<file path="src/rtl/fsel_pkg.sv">
package fsel_pkg;

  localparam int ST_W = 3;

  typedef enum logic [ST_W-1:0] {
    ST_RUN      = 3'd0,
    ST_IDLE     = 3'd1,
    ST_SQUASH   = 3'd2,
    ST_BLOCK    = 3'd3,
    ST_IC_WAIT  = 3'd4,
    ST_IC_DONE  = 3'd5,
    ST_QUIESCE  = 3'd6,
    ST_TRAP     = 3'd7
  } fetch_st_e;

  typedef enum logic [1:0] {
    POL_SINGLE = 2'd0,
    POL_RR     = 2'd1,
    POL_IQ     = 2'd2,
    POL_LSQ    = 2'd3
  } sel_pol_e;

  function automatic logic st_fetchable(logic [ST_W-1:0] st);
    return (st == ST_RUN) || (st == ST_IDLE) || (st == ST_IC_DONE);
  endfunction

endpackage

</file>
<file path="src/rtl/fsel_elig.sv">
module fsel_elig
  import fsel_pkg::*;
#(
  parameter int N = 4
) (
  input  logic [N*ST_W-1:0] state_i,
  input  logic [N-1:0]      active_i,
  output logic [N-1:0]      elig_o
);

  for (genvar t = 0; t < N; t++) begin : g_thr
    assign elig_o[t] = active_i[t] && st_fetchable(state_i[t*ST_W +: ST_W]);
  end

endmodule

</file>
<file path="src/rtl/fsel_rr.sv">
module fsel_rr #(
  parameter int N     = 4,
  parameter int SLOTS = 2,
  parameter int TID_W = 2
) (
  input  logic               clk_i,
  input  logic               rst_ni,
  input  logic               upd_en_i,
  input  logic [N-1:0]       elig_i,
  output logic [SLOTS-1:0]   pick_vld_o,
  output logic [SLOTS*TID_W-1:0] pick_tid_o
);

  localparam int NP = 1 << TID_W;

  logic [TID_W-1:0] order_q [N];
  logic [TID_W-1:0] order_d [N];
  logic [NP-1:0]    elig_x;

  always_comb begin
    elig_x = '0;
    elig_x[N-1:0] = elig_i;
  end

  // Sequential scan per slot; each winner is rotated to the tail before the next slot scans.
  always_comb begin
    logic [NP-1:0]    taken;
    logic [TID_W-1:0] lst [N];
    logic [TID_W-1:0] win;
    logic             hit;
    int               pos;
    taken      = '0;
    pick_vld_o = '0;
    pick_tid_o = '0;
    for (int p = 0; p < N; p++) lst[p] = order_q[p];
    for (int k = 0; k < SLOTS; k++) begin
      hit = 1'b0;
      win = '0;
      pos = 0;
      for (int p = 0; p < N; p++) begin
        if (!hit && elig_x[lst[p]] && !taken[lst[p]]) begin
          hit = 1'b1;
          win = lst[p];
          pos = p;
        end
      end
      if (hit) begin
        taken[win] = 1'b1;
        pick_vld_o[k] = 1'b1;
        pick_tid_o[k*TID_W +: TID_W] = win;
        for (int p = 0; p < N - 1; p++) begin
          if (p >= pos) lst[p] = lst[p+1];
        end
        lst[N-1] = win;
      end
    end
    for (int p = 0; p < N; p++) order_d[p] = lst[p];
  end

  always_ff @(posedge clk_i or negedge rst_ni) begin
    if (!rst_ni) begin
      for (int p = 0; p < N; p++) order_q[p] <= TID_W'(p);
    end else if (upd_en_i) begin
      for (int p = 0; p < N; p++) order_q[p] <= order_d[p];
    end
  end

endmodule

</file>
<file path="src/rtl/fsel_occ.sv">
module fsel_occ #(
  parameter int N     = 4,
  parameter int SLOTS = 2,
  parameter int CNT_W = 6,
  parameter int TID_W = 2
) (
  input  logic [N-1:0]           elig_i,
  input  logic [N*CNT_W-1:0]     cnt_i,
  output logic [SLOTS-1:0]       pick_vld_o,
  output logic [SLOTS*TID_W-1:0] pick_tid_o
);

  always_comb begin
    logic [N-1:0]     taken;
    logic             hit;
    logic [CNT_W-1:0] best_cnt;
    int               best;
    taken      = '0;
    pick_vld_o = '0;
    pick_tid_o = '0;
    for (int k = 0; k < SLOTS; k++) begin
      hit      = 1'b0;
      best     = 0;
      best_cnt = '0;
      // strict less-than keeps the lower index on equal counts
      for (int j = 0; j < N; j++) begin
        if (elig_i[j] && !taken[j] &&
            (!hit || (cnt_i[j*CNT_W +: CNT_W] < best_cnt))) begin
          hit      = 1'b1;
          best     = j;
          best_cnt = cnt_i[j*CNT_W +: CNT_W];
        end
      end
      if (hit) begin
        taken[best]   = 1'b1;
        pick_vld_o[k] = 1'b1;
        pick_tid_o[k*TID_W +: TID_W] = TID_W'(best);
      end
    end
  end

endmodule

</file>
<file path="src/rtl/fetch_thread_sel.sv">
module fetch_thread_sel
  import fsel_pkg::*;
#(
  parameter int NUM_THREADS = 4,
  parameter int SLOTS       = 2,
  parameter int CNT_W       = 6,
  localparam int TID_W      = (NUM_THREADS > 1) ? $clog2(NUM_THREADS) : 1
) (
  input  logic                         clk_i,
  input  logic                         rst_ni,
  input  logic [1:0]                   policy_i,
  input  logic [NUM_THREADS*ST_W-1:0]  thr_state_i,
  input  logic [NUM_THREADS-1:0]       thr_active_i,
  input  logic [NUM_THREADS*CNT_W-1:0] iq_cnt_i,
  input  logic [NUM_THREADS*CNT_W-1:0] lsq_cnt_i,
  output logic [SLOTS-1:0]             grant_vld_o,
  output logic [SLOTS*TID_W-1:0]       grant_tid_o
);

  localparam bit MULTI = (NUM_THREADS > 1);

  sel_pol_e                     pol;
  logic                         use_rr;
  logic                         force_t0;
  logic [NUM_THREADS-1:0]       elig;
  logic [NUM_THREADS*CNT_W-1:0] cnt_sel;
  logic [SLOTS-1:0]             rr_vld, occ_vld;
  logic [SLOTS*TID_W-1:0]       rr_tid, occ_tid;

  assign pol      = sel_pol_e'(policy_i);
  assign force_t0 = MULTI && (pol == POL_SINGLE);
  // a single-thread build serves thread 0 on eligibility alone, via the list picker
  assign use_rr   = (pol == POL_RR) || (!MULTI && (pol == POL_SINGLE));
  assign cnt_sel  = (pol == POL_LSQ) ? lsq_cnt_i : iq_cnt_i;

  fsel_elig #(.N(NUM_THREADS)) u_elig (
    .state_i  (thr_state_i),
    .active_i (thr_active_i),
    .elig_o   (elig)
  );

  fsel_rr #(.N(NUM_THREADS), .SLOTS(SLOTS), .TID_W(TID_W)) u_rr (
    .clk_i      (clk_i),
    .rst_ni     (rst_ni),
    .upd_en_i   (use_rr),
    .elig_i     (elig),
    .pick_vld_o (rr_vld),
    .pick_tid_o (rr_tid)
  );

  fsel_occ #(.N(NUM_THREADS), .SLOTS(SLOTS), .CNT_W(CNT_W), .TID_W(TID_W)) u_occ (
    .elig_i     (elig),
    .cnt_i      (cnt_sel),
    .pick_vld_o (occ_vld),
    .pick_tid_o (occ_tid)
  );

  for (genvar k = 0; k < SLOTS; k++) begin : g_slot
    always_comb begin
      if (force_t0) begin
        grant_vld_o[k] = (k == 0);
        grant_tid_o[k*TID_W +: TID_W] = '0;
      end else if (use_rr) begin
        grant_vld_o[k] = rr_vld[k];
        grant_tid_o[k*TID_W +: TID_W] = rr_tid[k*TID_W +: TID_W];
      end else begin
        grant_vld_o[k] = occ_vld[k];
        grant_tid_o[k*TID_W +: TID_W] = occ_tid[k*TID_W +: TID_W];
      end
    end
  end

endmodule

</file>
<file path="config.mk">
export PLATFORM = sky130hd
export DESIGN_NAME = fetch_thread_sel
export DESIGN_NICKNAME = d
export VERILOG_FILES = /design/src/rtl/fsel_pkg.sv /design/src/rtl/fsel_elig.sv /design/src/rtl/fsel_rr.sv /design/src/rtl/fsel_occ.sv /design/src/rtl/fetch_thread_sel.sv
export SDC_FILE = /design/constraint.sdc
export NUM_CORES = 1
export LEC_CHECK = 0
export BUFFER_PORTS_ARGS = -buffer_cell sky130_fd_sc_hd__buf_2
export CORE_MARGIN = 3
export CORE_UTILIZATION = 53
export CTS_CLUSTER_SIZE = 20
export DETAILED_ROUTE_END_ITERATION = 6
export GPL_TIMING_DRIVEN = 1
export PLACE_DENSITY = 0.79
export SLEW_MARGIN = 20
export SYNTH_ARGS = -nofsm -noshare
export SYNTH_HDL_FRONTEND = slang
export SYNTH_SLANG_ARGS = --single-unit
</file>
<file path="constraint.sdc">
create_clock -name clk_i -period 14 [get_ports clk_i]
set_input_delay 0 -clock clk_i [delete_from_list [all_inputs] [get_ports clk_i]]
set_output_delay 0 -clock clk_i [all_outputs]
set_load 0.01 [all_outputs]
</file>
**Yosys cells after proc, flatten, opt, wreduce, memory -nomap -nowiden**

Cells that the tools add are included.

- Add/sub/neg operators: 0
- Shift-type cells: 0
- $mul: 0
- Magnitude comparators: 24
- Bitwise gates (word level): 0
- Reductions and logical operators: 73
- Mux-type cells: 105
- Equality and inequality tests: 10
- Divide/modulo/power cells: 0

Operators with widths:

| kind | count |
|---|---|
| $mux W32 | 2 |
| $mux W2 | 28 |
| $mux W1 | 46 |
| $lt A6 B6 Y1 | 6 |
| $mux W6 | 6 |
| $bmux W1 S2 | 16 |
| $ge A32 B1 Y1 const B | 1 |
| $lt A32 B4 Y1 const B | 1 |
| $logic_and A1 B1 Y1 | 30 |
| $lt A2 B3 Y1 const B | 9 |
| $logic_not A1 Y1 | 24 |
| $mux W24 | 1 |
| $mux W8 | 2 |
| $logic_or A1 B1 Y1 | 14 |
| $eq A3 B1 Y1 const B | 4 |
| $eq A3 B3 Y1 const B | 4 |
| $logic_not A3 Y1 | 4 |
| $ge A1 B2 Y1 const A | 4 |
| $mux W4 | 2 |
| $demux W1 S2 | 2 |
| $ge A2 B2 Y1 const A | 2 |
| $eq A2 B1 Y1 const B | 1 |
| $eq A2 B2 Y1 const B | 1 |
| $ge A2 B1 Y1 const B | 1 |
| $logic_not A2 Y1 | 1 |

- RAM bits: 0
- Bits in read-only memories: 0
- Latch bits: 0
- Memories: 0
- Flip-flop bits (word level): 8
- Word-level logic and storage cells: 216

**Depth between registers and ports, before layout**

- Word-level depth: 45
- Mapped depth: 59
- Mapped depth without buffers: 53

**Modules after synthesis**

From an unflattened synthesis, not the netlist that was laid out.

- Cell total of the unflattened synthesis: 399
- Area, all modules: 3,410.8 µm²

By module, submodules not included:

| module | instances | sequential area each (µm²) | area an instance (µm²) | cells each |
|---|---|---|---|---|
| fsel_occ | 1 | 0.0 | 1,485.2 | 199 |
| fsel_rr | 1 | 205.2 | 1,363.8 | 154 |
| fetch_thread_sel | 1 | 0.0 | 456.7 | 38 |
| fsel_elig | 1 | 0.0 | 105.1 | 8 |

**Worst setup path before layout**

OpenSTA, ideal clock, no wires.

- Path kind: input-to-output
- Start: input port policy_i[0]
- End: output port grant_tid_o[2]
- Data arrival time: 10,112 ps
- Slack: 3,888 ps
- Cell stages on the path: 52
- Data required time: 14,000 ps
- Buffers on the path: 6
- Cell sequence: buf_6 > and2_4 > buf_6 > clkbuf_1 > mux2i_1 > inv_1 > ha_1 > and3_1 > a221oi_2 > a21oi_2 > nand2b_1 > clkbuf_1 > o21ai_0 > ha_1 > a21o_1 > a21o_1 > a221o_1 > a21o_1 > [16 not listed] > a2bb2oi_2 > clkbuf_1 > nor2_1 > a21o_1 > inv_1 > ha_1 > nor2b_1 > o21ai_0 > nand2b_1 > or3_1 > o22ai_4 > mux2_2 > ha_1 > and4_1 > and3_1 > nand2_1 > mux2_4 > a211o_1

- Cells in the longest elaborated chain, start to end: 38
- Elaborated cells between the ends (all ways): 63
- Those cells by class: order compare: 8; eq/ne: 2; mux: 26; reduce/logical: 27

Ends and longest elaborated chain:

| item | line | text |
|---|---|---|
| start, declared | fetch_thread_sel.sv:11 | `input logic [1:0] policy_i,` |
| $eq A2 B2 Y1 | fetch_thread_sel.sv:34 | `assign cnt_sel = (pol == POL_LSQ) ? lsq_cnt_i : iq_cnt_i;` |
| $mux W24 | fetch_thread_sel.sv:34 |  |
| $mux W6 | fsel_occ.sv:27 | `if (elig_i[j] && !taken[j] &&` |
| $lt A6 B6 Y1 | fsel_occ.sv:28 | `(!hit \|\| (cnt_i[j*CNT_W +: CNT_W] < best_cnt))) begin` |
| $logic_or A1 B1 Y1 | fsel_occ.sv:28 |  |
| $logic_and A1 B1 Y1 | fsel_occ.sv:27 |  |
| $mux W6 / $mux W1 (equally long branches) | fsel_occ.sv:27 |  |
| $lt A6 B6 Y1 / $logic_not A1 Y1 (equally long branches) | fsel_occ.sv:28 |  |
| [22 not listed] | - |  |
| $mux W6 / $mux W1 (equally long branches) | fsel_occ.sv:27 |  |
| $lt A6 B6 Y1 / $logic_not A1 Y1 (equally long branches) | fsel_occ.sv:28 |  |
| $logic_or A1 B1 Y1 | fsel_occ.sv:28 |  |
| $logic_and A1 B1 Y1 | fsel_occ.sv:27 |  |
| $mux W2 / $mux W1 (equally long branches) | fsel_occ.sv:27 |  |
| $mux W2 | fsel_occ.sv:34 | `if (hit) begin` |
| $mux W2 | fetch_thread_sel.sv:63 | `end else if (use_rr) begin` |
| $mux W2 (*) | fetch_thread_sel.sv:60 | `if (force_t0) begin` |
| end, declared | fetch_thread_sel.sv:17 | `output logic [SLOTS*TID_W-1:0] grant_tid_o` |

Mark *: on every way between the ends. The rest lies on a longest branch, timed or not.

**Final worst setup path**

- Start: input port policy_i[1]
- End: output port grant_tid_o[2]

The elaborated chain is that of the path after synthesis.

==> results.txt <==
The flow ran to the end, and the final reports show no timing, DRC or antenna violations. The number of nets handed over by synthesis was 484. The largest individual stage delay along the critical path comes from the cell sky130_fd_sc_hd__a2bb2oi_2. The tools report the startpoint type of the worst setup path as a primary input. The per-instance average area after synthesis was 7.76 um2. The startpoint identified for the worst register-to-register timing path is u_rr.order_q[4]. The final-layout setup total negative slack was 0 ps.

The detailed router placed 3259 vias in this run. For this run the aggregate overflow at the end of global routing stands at 0. The pre-antenna-repair detailed-routing pass consisted of 7 iterations. The clock insertion delay at the later pin of the skew report came out at 230 ps. For this block, the routed nets add up to 9060 um of wire. The endpoint identified for the worst register-to-register timing path is u_rr.order_q[1]. In this run the horizontal extent of the chip is 81.2 um. For the final number of setup-violating endpoints, the log shows 0. Summed over all instances, the cell type with the most area after synthesis is sky130_fd_sc_hd__ha_1. For the antenna violation net count after detailed routing, the log shows 0. STA classifies the critical path endpoint as an output port. The proportion of synthesized flip-flops having asynchronous set or reset was 1.00; the buffer levels on the longest clock path was 2. For this run, the number of Yosys warnings is 0.

The number of slew-limit violations in the final report was 0; the overall track demand over capacity in global routing was 0.276. The run gives 10620 ps as the slack of the worst reg-to-reg path. TritonCTS built the clock tree.

The number of cells on the worst reg-to-reg path is 9. In the final layout, the multi-input gates occupy 2600 um2. The number of nets in the finished design came out at 543.

Relative to the synthesized area, the layout overhead comes to 13.5%. The portion of synthesized cell area occupied by the leading cell type came out at 0.125. The post-route fraction of the period consumed by the critical path was 0.790; the count of hold buffers inserted by post-cts repair was 1. The run gives 1 as the CTS H-tree depth. The analysis attributes to cell leakage a power of 0.00158 uW.

The number of flip-flops in the largest register is 8, and the total area of sequential cells is 205 um2. The run gives 14000 ps as the required time of the worst setup path. Routability-driven placement finished with a final weighted congestion of 0.967. Data on the critical path arrives at its endpoint at 11060 ps. Number of global-route vias before repair: 3127. Type of the tightest min-delay check: in2async. After clock tree synthesis, the repair step resized 0 gates. Core footprint: 5270 um2. After detailed routing, the average wire length per cell comes to 17.6 um.

In the routed design, unresolved DRC markers number 0. For this design the ratio of total power to cell area is 105 nW/um2. In this run, synthesis inferred 0 flip-flops with an integrated enable.

The peak supply drop is 83.7 uV, and the relative slew slack is 0.610. The peak per-stage delay on the critical path works out to 510 ps. Counting flops per register, the top entry is u_rr.order_q. With fillers left out, the area of the finished cells amounts to 3400 um2. Setup repair after global routing left no endpoint under its margin.

The floorplan has 26 rows. Synthesis handed over a netlist of 386 instances. Once detailed placement completed, the half-perimeter wirelength came to 7290 um. The setup path with the least slack is of type in2out. The die covers 6590 um2.

The global-route wire length before repair came out at 14600 um. For the pin count of the biggest net entering global routing, the log shows 20. The number of top-level design ports was 74. Along the worst path, the maximum fanout reaches 18. From bottom edge to top edge, the die measures 81.2 um. Root buffer cell: sky130_fd_sc_hd__clkbuf_8. The total inserted antenna cells is 0.

For this run, the top clock speed supported by timing is 0.0904 GHz. Across the run, the number of max-cap violations was 0. After synthesis, the netlist uses 75 different library cells.

The largest registers in the layout are u_rr.order_q (8). Among all flip-flop cells after synthesis, the most frequent one is sky130_fd_sc_hd__dfstp_2. At the pin with the least slew margin, the transition time is 584 ps. Number of fill cells: 491. After detailed placement, the total cell area comes to 3350 um2. The logs give 0 for the total count of hold-check failures in the final report and 0.568 for the starting density of the core. The number of sinks driven by the clock tree was 8. The clock-pin slew reported for the worst setup and hold paths after clock tree synthesis was 50 ps.

The initial antenna violation count is 0, and the netlist area before placement is 3000 um2. Counting flops and latches in the post-synthesis netlist gives 8. After synthesis, the cell types taking the most area are sky130_fd_sc_hd__ha_1 (13%), sky130_fd_sc_hd__mux2i_1 (9.7%), sky130_fd_sc_hd__mux2_2 (6.4%). For the final database, setup skew stands at 7.72 ps. The first routing iteration left 397 violations. In this run, CTS created clock tree buffers numbering 3.

The library cell used most frequently in the layout, excluding fill and tap cells, is sky130_fd_sc_hd__buf_2. Counting stages on the worst path, the most repeated cell is sky130_fd_sc_hd__ha_1. After clock tree synthesis, the setup repair step added 0 buffers. Leaving out fill and tap cells, the most frequent cells in the layout are sky130_fd_sc_hd__buf_2 (73), sky130_fd_sc_hd__nand2_1 (47), sky130_fd_sc_hd__ha_1 (30), sky130_fd_sc_hd__a21oi_1 (29), sky130_fd_sc_hd__mux2i_1 (29). The fraction of final layout cells sized beyond drive strength 1 works out to 0.284. In this run the tool buffered the top-level ports with 73 buffer cells. For the sequential-to-total area share from yosys stat, the log shows 0.0685.

The minimum period implied by the final worst setup slack was 11060 ps; the via-per-instance ratio was 6.34.
[critical path: cells and delay by family]
family          cells  cell delay, ps
simple gates       14            2490
mux                 3             940
compound gates     23            5410
fa+ha+maj           6            1770
buf+inv             3             390
[kinds of logic after synthesis]
family | after synthesis | share of synthesized area
AND/OR/NAND/NOR | 137 | 0.248
AO/OA/AOI/OAI | 114 | 0.287
adder cells (fa/ha/maj) | 30 | 0.125
multiplexers | 52 | 0.203
buffers and inverters | 44 | 0.0643
XOR/XNOR | 1 | 0.00292
flip-flops | 8 | 0.0685
[synth_stat cells (4+ instances only)]
cell	count
sky130_fd_sc_hd__nand2_1	47
sky130_fd_sc_hd__ha_1	30
sky130_fd_sc_hd__a21oi_1	29
sky130_fd_sc_hd__mux2i_1	29
sky130_fd_sc_hd__nor2_1	26
sky130_fd_sc_hd__inv_1	24
sky130_fd_sc_hd__mux2_2	17
sky130_fd_sc_hd__o21ai_0	16
sky130_fd_sc_hd__a21o_1	14
sky130_fd_sc_hd__nand3_1	11
sky130_fd_sc_hd__clkbuf_1	9
sky130_fd_sc_hd__buf_2	7
sky130_fd_sc_hd__nand2b_1	7
sky130_fd_sc_hd__o21ai_1	7
sky130_fd_sc_hd__a211o_1	5
sky130_fd_sc_hd__and3b_1	5
sky130_fd_sc_hd__mux4_2	5
sky130_fd_sc_hd__a211oi_1	4
sky130_fd_sc_hd__a31oi_1	4
sky130_fd_sc_hd__and2_1	4
sky130_fd_sc_hd__and4_1	4
sky130_fd_sc_hd__dfrtp_1	4
sky130_fd_sc_hd__dfstp_2	4
sky130_fd_sc_hd__nand3b_1	4
[power by group]
part	switching (uW)	total, uW	leakage [uW]	internal (uW)
sequential	24.2	61.6	0.0000944	37.5
combinational	148	267	0.00146	119
clock	9.61	29.4	0.0000228	19.8
total	182	358	0.00158	176
[layout make-up]
type,count,area share
multi-input combinational,334,0.764
sequential,8,0.0603
tap,70,0.0258
inverter,24,0.0265
clock buffer,4,0.0132
timing repair buffer,74,0.110
[layer usage]
| metal | share of wire | up-vias | routed length, um | GRT usage |
|---|---|---|---|---|
| li1 | - | 1565 | - | - |
| met1 | 0.45 | 1510 | 4070 | 0.380 |
| met2 | 0.46 | 163 | 4160 | 0.466 |
| met3 | 0.074 | 21 | 673 | 0.0322 |
| met4 | 0.018 | 0 | 159 | 0.0456 |
| met5 | 0 | - | 0 | 0 |
[how the worst max path moves through the flow]
stage,from,endpoint,slack (ps),cells after the start
after floorplan,policy_i[0],grant_tid_o[2],3890,52
after global placement,policy_i[1],grant_tid_o[2],3560,49
after detailed placement,policy_i[1],grant_tid_o[2],3160,49
after CTS,policy_i[1],grant_tid_o[2],3140,49
after global routing,policy_i[1],grant_tid_o[2],2210,50
final,policy_i[1],grant_tid_o[2],2940,49
[metrics by stage]
stage | setup slack (ps) | power, uW | hold WS [ps] | std cells | utilization
2_1_floorplan | 3890 | 261 | -296 | 386 | -
3_5_place_dp | 3160 | 318 | -148 | 509 | 0.635
4_1_cts | 3140 | 352 | 143 | 514 | 0.645
3_3_place_gp | 3560 | 309 | -150 | 509 | 0.635
5_1_grt | 2210 | 387 | 181 | 514 | 0.645
6_report | 2940 | 358 | 147 | 514 | 0.645
(Power assumes the default switching activity.)
